## src/rtl/ctl_regport_pkg.sv

```systemverilog
package ctl_regport_pkg;
    typedef enum logic {
        PH_ADDR = 1'b0,
        PH_DATA = 1'b1
    } phase_t;
endpackage

```

## src/rtl/ctl_strobe_edge.sv

```systemverilog
module ctl_strobe_edge (
    input  logic clk,
    input  logic rst_n,
    input  logic strb,
    output logic rise
);
    logic strb_q;

    always_ff @(posedge clk) begin
        if (!rst_n) strb_q <= 1'b0;
        else        strb_q <= strb;
    end

    assign rise = strb & ~strb_q;
endmodule

```

## src/rtl/ctl_phase_fsm.sv

```systemverilog
module ctl_phase_fsm
    import ctl_regport_pkg::*;
#(
    parameter int DW = 10
) (
    input  logic          clk,
    input  logic          rst_n,
    input  logic          sel_anc,
    input  logic          dir_rd,
    input  logic          rise,
    input  logic [DW-1:0] ad_i,
    output phase_t        phase,
    output logic [DW-1:0] addr_q,
    output logic          wr_fire,
    output logic          rd_drive
);
    phase_t nxt;
    logic   adr_take;

    // next-state decode
    always_comb begin
        nxt      = phase;
        adr_take = 1'b0;
        unique case (phase)
            PH_ADDR: begin
                if (!sel_anc && rise) begin
                    nxt      = PH_DATA;   // T_ADR_LATCH
                    adr_take = 1'b1;
                end
            end
            PH_DATA: begin
                if (sel_anc)   nxt = PH_ADDR; // T_DESELECT
                else if (rise) nxt = PH_ADDR; // T_DATA_DONE
            end
            default: nxt = PH_ADDR;
        endcase
    end

    // state register
    always_ff @(posedge clk) begin
        if (!rst_n) begin
            phase  <= PH_ADDR;
            addr_q <= '0;
        end else begin
            phase <= nxt;
            if (adr_take) addr_q <= ad_i;
        end
    end

    // outputs
    always_comb begin
        wr_fire  = 1'b0;
        rd_drive = 1'b0;
        unique case (phase)
            PH_ADDR: ;
            PH_DATA: begin
                wr_fire  = !sel_anc && rise && !dir_rd;
                rd_drive = !sel_anc && dir_rd;
            end
            default: ;
        endcase
    end
endmodule

```

## src/rtl/ctl_test_regs.sv

```systemverilog
module ctl_test_regs #(
    parameter int          DW        = 10,
    parameter int          RW        = 8,
    parameter logic [9:0]  TEST_ADR  = 10'h00D,
    parameter logic [9:0]  ROUTE_ADR = 10'h00E,
    parameter int          PF_BIT    = 7,
    parameter logic [7:0]  ROUTE_RST = 8'h97
) (
    input  logic          clk,
    input  logic          rst_n,
    input  logic          wr_fire,
    input  logic [DW-1:0] addr,
    input  logic [DW-1:0] wdata,
    input  logic          pass,
    output logic [DW-1:0] test_view,
    output logic [RW-1:0] route,
    output logic [DW-1:0] rdata
);
    localparam logic [DW-1:0] PF_MASK = DW'(1) << PF_BIT;

    logic [DW-1:0] test_q;

    always_ff @(posedge clk) begin
        if (!rst_n) begin
            test_q <= '0;
            route  <= RW'(ROUTE_RST);
        end else if (wr_fire) begin
            if (addr == DW'(TEST_ADR))  test_q <= wdata & ~PF_MASK;
            if (addr == DW'(ROUTE_ADR)) route  <= wdata[RW-1:0];
        end
    end

    always_comb begin
        test_view         = test_q;
        test_view[PF_BIT] = pass;
    end

    always_comb begin
        if (addr == DW'(TEST_ADR))       rdata = test_view;
        else if (addr == DW'(ROUTE_ADR)) rdata = {{(DW-RW){1'b0}}, route};
        else                             rdata = '0;
    end
endmodule

```

## src/rtl/ctl_pin_router.sv

```systemverilog
module ctl_pin_router #(
    parameter int DW   = 10,
    parameter int NPIN = 2,
    parameter int SELW = 4
) (
    input  logic [DW-1:0]        test_view,
    input  logic [NPIN*SELW-1:0] route,
    output logic [NPIN-1:0]      pins
);
    for (genvar k = 0; k < NPIN; k++) begin : g_pin
        logic [SELW-1:0] idx;
        assign idx = route[k*SELW +: SELW];
        always_comb begin
            pins[k] = 1'b0;
            for (int b = 0; b < DW; b++) begin
                if (int'(idx) == b) pins[k] = test_view[b];
            end
        end
    end
endmodule

```

## src/rtl/ctl_regport.sv

```systemverilog
module ctl_regport
    import ctl_regport_pkg::*;
#(
    parameter int         DW        = 10,
    parameter int         NPIN      = 2,
    parameter int         SELW      = 4,
    parameter int         PSW       = 6,
    parameter int         EN_BIT    = 9,
    parameter int         PF_BIT    = 7,
    parameter logic [9:0] TEST_ADR  = 10'h00D,
    parameter logic [9:0] ROUTE_ADR = 10'h00E,
    parameter logic [7:0] ROUTE_RST = 8'h97
) (
    input  logic            clk,
    input  logic            rst_n,
    input  logic            sel_anc,
    input  logic            dir_rd,
    input  logic            strobe,
    input  logic [DW-1:0]   ad_i,
    output logic [DW-1:0]   ad_o,
    output logic            ad_oe,
    input  logic            selftest_pass,
    output logic [PSW-1:0]  pat_sel,
    output logic            tpg_en,
    output logic [NPIN-1:0] mfio
);
    localparam int RW = NPIN * SELW;

    logic          rise;
    phase_t        phase;
    logic [DW-1:0] addr_q;
    logic          wr_fire;
    logic          rd_drive;
    logic [DW-1:0] test_view;
    logic [RW-1:0] route;
    logic [DW-1:0] rdata;

    ctl_strobe_edge u_edge (
        .clk   (clk),
        .rst_n (rst_n),
        .strb  (strobe),
        .rise  (rise)
    );

    ctl_phase_fsm #(.DW(DW)) u_fsm (
        .clk      (clk),
        .rst_n    (rst_n),
        .sel_anc  (sel_anc),
        .dir_rd   (dir_rd),
        .rise     (rise),
        .ad_i     (ad_i),
        .phase    (phase),
        .addr_q   (addr_q),
        .wr_fire  (wr_fire),
        .rd_drive (rd_drive)
    );

    ctl_test_regs #(
        .DW(DW), .RW(RW), .TEST_ADR(TEST_ADR), .ROUTE_ADR(ROUTE_ADR),
        .PF_BIT(PF_BIT), .ROUTE_RST(ROUTE_RST)
    ) u_regs (
        .clk       (clk),
        .rst_n     (rst_n),
        .wr_fire   (wr_fire),
        .addr      (addr_q),
        .wdata     (ad_i),
        .pass      (selftest_pass),
        .test_view (test_view),
        .route     (route),
        .rdata     (rdata)
    );

    ctl_pin_router #(.DW(DW), .NPIN(NPIN), .SELW(SELW)) u_route (
        .test_view (test_view),
        .route     (route),
        .pins      (mfio)
    );

    assign ad_oe   = rd_drive;
    assign ad_o    = rd_drive ? rdata : '0;
    assign pat_sel = test_view[PSW-1:0];
    assign tpg_en  = test_view[EN_BIT];
endmodule

```

## config.mk

```make
export PLATFORM = sky130hd
export DESIGN_NAME = ctl_regport
export DESIGN_NICKNAME = d
export VERILOG_FILES = /design/src/rtl/ctl_regport_pkg.sv /design/src/rtl/ctl_strobe_edge.sv /design/src/rtl/ctl_phase_fsm.sv /design/src/rtl/ctl_test_regs.sv /design/src/rtl/ctl_pin_router.sv /design/src/rtl/ctl_regport.sv
export SDC_FILE = /design/constraint.sdc
export NUM_CORES = 1
export LEC_CHECK = 0
export ABC_CLOCK_PERIOD_IN_PS = 4800
export BUFFER_PORTS_ARGS = -buffer_cell sky130_fd_sc_hd__buf_2
export CAP_MARGIN = 10
export CORE_ASPECT_RATIO = 0.9
export CORE_MARGIN = 4
export CORE_UTILIZATION = 57
export CTS_CLUSTER_DIAMETER = 100
export DETAILED_ROUTE_END_ITERATION = 8
export PLACE_DENSITY = 0.91
export SETUP_SLACK_MARGIN = 0.5
export SLEW_MARGIN = 20
export SYNTH_ARGS = -nofsm -noshare
export SYNTH_HDL_FRONTEND = slang
export SYNTH_HIERARCHICAL = 1
export SYNTH_SLANG_ARGS = --single-unit
export TNS_END_PERCENT = 1
```

## constraint.sdc

```tcl
create_clock -name clk -period 4.8 [get_ports clk]
set_input_delay 0.96 -clock clk [delete_from_list [all_inputs] [get_ports clk]]
set_output_delay 0.96 -clock clk [all_outputs]
set_load 0.01 [all_outputs]
```

Word level (Yosys, flattened, before mapping)
Cells that the tools add are included.
{"block": "totals", "output_inout_bits": 20, "regBits": 29, "inputBits": 16}
{"block": "op_classes", "n_eq_ne": 20, "n_bitwise": 3, "n_reduce_logical": 9, "muxes": 30}
{"operator": "4-bit == test, second input constant", "n": 12}
{"operator": "1-bit two-way mux", "n": 26}
{"operator": "10-bit by 4-bit == test with 1-bit output, second input constant", "n": 2}
{"operator": "10-bit two-way mux", "n": 2}
{"operator": "4-bit by 3-bit == test with 1-bit output, second input constant", "n": 4}
{"operator": "4-bit by 2-bit == test with 1-bit output, second input constant", "n": 2}
{"operator": "4-bit zero test", "n": 2}
{"operator": "8-bit two-way mux", "n": 1}
{"operator": "2-bit AND reduction", "n": 2}
{"operator": "1-bit logical AND", "n": 3}
{"operator": "1-bit zero test", "n": 2}
{"operator": "1-bit NOT", "n": 2}
{"operator": "1-bit one-hot mux with 2 select lines", "n": 1}
{"operator": "1-bit AND", "n": 1}

Longest topological paths before layout
{"block": "depth", "ltp_word": 11, "ltp_mapped": 6, "depth_no_buf": 5}

Hierarchy
The synthesis kept the hierarchy.
{"module": "ctl_test_regs", "instances": 1, "cells_per_inst": 104, "area_per_inst_um2": 862.1}
{"module": "ctl_phase_fsm", "instances": 1, "cells_per_inst": 49, "area_per_inst_um2": 466.7}
{"module": "ctl_pin_router", "instances": 1, "cells_per_inst": 24, "area_per_inst_um2": 205.2}
{"module": "ctl_regport", "instances": 1, "cells_per_inst": 10, "area_per_inst_um2": 62.6}
{"module": "ctl_strobe_edge", "instances": 1, "cells_per_inst": 3, "area_per_inst_um2": 40.0}

Worst setup path before layout
OpenSTA, ideal clock, no wires.
{"block": "synth_path", "path_kind": "register to output", "from": "register u_fsm.addr_q[9]", "to": "output ad_o[0]", "path_buffers": 2, "slack_ns": 2.205, "t_arrival_ns": 1.635, "t_required_ns": 3.840, "path_stages_with_launch": 7, "path_cell_list": "dfxtp_1 or4_1 buf_2 or2_2 clkbuf_1 nor2_1 and2_1"}
{"block": "synth_between", "elab_chain_len": 4}
{"item": "from (decl)", "line_no": "ctl_phase_fsm.sv:13", "text": "output logic [DW-1:0] addr_q,"}
{"item": "from (signal assigned)", "line_no": "ctl_phase_fsm.sv:46", "text": "if (adr_take) addr_q <= ad_i;"}
{"item": "10-bit by 4-bit == test with 1-bit output", "line_no": "ctl_test_regs.sv:40", "text": "else if (addr == DW'(ROUTE_ADR)) rdata = {{(DW-RW){1'b0}}, route};"}
{"item": "8-bit two-way mux", "line_no": "ctl_test_regs.sv:40"}
{"item": "10-bit two-way mux (*)", "line_no": "ctl_test_regs.sv:39", "text": "if (addr == DW'(TEST_ADR)) rdata = test_view;"}
{"item": "net rdata[0]", "line_no": "ctl_regport.sv:36", "text": "logic [DW-1:0] rdata;"}
{"item": "10-bit two-way mux (*)", "line_no": "ctl_regport.sv:80", "text": "assign ad_o = rd_drive ? rdata : '0;"}
{"item": "to (decl)", "line_no": "ctl_regport.sv:20", "text": "output logic [DW-1:0] ad_o,"}
Mark *: on every way through the listed nets, which the timed path passes. The rest lies on a longest branch.

Final worst setup path
{"block": "layout_path", "from": "register u_fsm.addr_q[9]", "to": "output ad_o[1]"}
Same word-level chain as after synthesis.

==> results.toml <==
[timing]
finalSetupViolations = 0
slew_headroom_pct = 34.8
timing.final.hold_violations = 0
grt_setup_unrepaired = "no"
fin_tns_setup_ns = 0
tightest_slew_ns = 0.973
fmax_ghz = 0.325
period_needed_ns = 3.08
fin_worst_skew_ns = 0.0123
hold_ws_ns = 0.462
post-route-period-util_pct = 64.1
maxSlewViolCount = 0

[layout]
drive_gt1_share_pct = 22.4
num_antenna_cells = 0
areaGrowthSynthToFinish_pct = 13.2
final_cells = 259
final_area_sq_um = 1850
nNetsFinal = 234

[status]
status = "finished clean"

[power]
seqPwrFrac_pct = 55.6
p_per_area_nw_per_um2 = 241
power_mw = 0.446
power.switching_mw = 0.113
pwr-share-comb_pct = 9.2
netSwitchingFraction_pct = 25.4
vdd_ir_drop_max_v = 0.000193
p_int_mw = 0.333
pwr-share-clk_pct = 35.2
p_leak_nw = 0.870

[setup_path]
worst_setup_path_end_kind = "output port"
path_buf_inv = 1
start_kind = "flop"
cp.arrival_ns = 2.12
crit_type = "reg2out"
critical_path.cell_chain = "or4_1, or2_2, nor2_1, and2_1, buf_2"
worstPathRequired_ns = 3.84
crit_path_top_delay_cell = "or4_1"
critPathTopFamily = "simple AND/OR/NAND/NOR gates"
path_max_fanout = 9
slowest_delay_ns = 0.69

[die]
ios = 36
fp.dieArea_sq_um = 3790
start_util_pct = 59.6
die_h_microns = 58.8
die_x_microns = 64.5
rows = 18
coreArea_sq_um = 2750

[min_path]
hold_class = "reg2reg"

[clock_network]
htree_num_levels = 2
numCtsBuffers = 5
clk_path_buf_depth = 2
cts_root_buf = "clkbuf_4"
clkLatencyLatePin_ns = 0.33
cts_tree = "built"
cts-resized-gates = 0
postCtsSetupRepairBufs = 0
cts_hold_buf = 0
cts_sinks = 29
path_clk_slew_ns = 0.09

[logic_synthesis]
postSynthAreaPerCell_sq_um = 8.61
async_reset_ff_share_pct = 0
synth_cell_types = 32
ys.flop_type = "dfxtp_1"
synthCells = 190
synth_edf_count = 0
ys_warn_count = 6
syn_nets = 206
synth-seq-cells = 29
yosysSeqAreaShare_pct = 35.5
syn-cell-area_sq_um = 1640

[grt]
grt_first_pass_wirelength_microns = 5870
grt_pass1_vias = 1268
grt_overflow = 0
gr-usage-all-layers_pct = 19.7
grt_max_degree = 49
antenna_found_initial = 0

[route]
vias = 1434
drt_iter0_markers = 86
viasPerCell = 5.54
wl_microns = 3610
first_pass_iters = 7
antenna_left = 0
route.detailed.wl_per_inst_microns = 13.9
remaining_drc_errors = 0

[place]
dp_cells = 251
dpl_cell_area_sq_um = 1790
globalplace.congestion = 0.787
port_buffers = 35
dpl.hpwl_microns = 2640

[job]
maxCapViolCount = 0
[area by class of cell]
class / instances / area [sq um]
clock buffers: 6 / 51.3
clock inverters: 2 / 13.8
fillers: 246 / 896
inverters: 6 / 22.5
multi-input cells: 141 / 958
flip-flops and latches: 29 / 581
well taps: 40 / 50.0
repair buffers: 35 / 175
[cell usage after synthesis, drive strengths merged (2+ instances only)]
library cell / count / share of area (%)
nor3b: 6 / 3.1
nor2b: 3 / 1.6
nor3: 2 / 0.61
nand2b: 2 / 0.76
buf: 7 / 3.0
dfxtp: 29 / 35
o41a: 2 / 1.4
and3: 2 / 0.76
a22oi: 8 / 3.7
inv: 6 / 1.4
o31ai: 5 / 2.3
mux2i: 32 / 20
or2: 3 / 1.1
clkbuf: 7 / 1.6
o221ai: 2 / 1.1
nor2: 9 / 2.1
and2: 11 / 4.2
nand2: 41 / 9.4
o211ai: 5 / 2.3
[kinds of logic after synthesis]
kind of cell,after synthesis,share of synthesized area (%)
AOI/OAI and AO/OA,22,10.7
buffers and inverters,20,5.96
DFF,29,35.5
and+or+nand+nor,86,27.8
xor gates and xnor gates,1,0.535
muxes,32,19.6
[flip-flops by register name (all words and copies together), names as in the netlist]
name	count
u_fsm/addr_q	10
u_regs/test_q	9
u_fsm/phase	1
u_regs/route	8
u_edge/strb_q	1
[worst paths after layout]
| check | start | endpoint | slack [ns] | cells past startpoint |
|---|---|---|---|---|
| min | u_fsm/addr_q[7] | u_fsm/addr_q[7] | 0.46 | 2 |
| max reg2reg | u_fsm/addr_q[0] | u_regs/test_q[4] | 2.85 | 3 |
| min reg2reg | u_fsm/addr_q[7] | u_fsm/addr_q[7] | 0.46 | 2 |
| max | u_fsm/addr_q[9] | ad_o[1] | 1.72 | 5 |
[worst min-delay path, delay by kind of cell, from the launching register on]
kind / cells / cell delay, ns
flops: 1 / 0.32
mux: 1 / 0.05
simple gates: 1 / 0.05
[power groups by stage]
stage / registers (mW) / logic, mW / clock network [mW]
2_1_floorplan: 0.253 / 0.0297 / 0
3_3_place_gp: 0.254 / 0.0395 / 0
3_5_place_dp: 0.254 / 0.0404 / 0
4_1_cts: 0.248 / 0.0406 / 0.163
5_1_grt: 0.249 / 0.0456 / 0.172
6_report: 0.248 / 0.0409 / 0.157
[layout by cell type, fill, tap and decap left out, drive strengths merged, types with 2 or more instances in the layout]
cell type / count
o221ai: 2
buf: 35
nor2b: 3
or2: 3
clkinv: 2
nand2b: 2
dfxtp: 29
and3: 2
a22oi: 8
nor3b: 6
inv: 6
o211ai: 5
mux2i: 32
o41a: 2
o31ai: 5
nand2: 41
nor2: 9
nor3: 2
clkbuf: 6
and2: 11
[stage by stage]
step                      setup slack (ns)  utilization [%]
after floorplan                       2.20                -
after global placement                2.09             65.0
after detailed placement              2.05             65.0
after CTS                             1.71             67.4
after global routing                  1.59             67.4
final                                 1.72             67.4
[metal layers]
layer | wire, microns | global-route usage (%)
met1 | 1660 | 25.6
met2 | 1720 | 32.6
met3 | 193 | 5.15
met4 | 35 | 5.72
met5 | 0 | 0
Power figures use the tool's default switching activity.
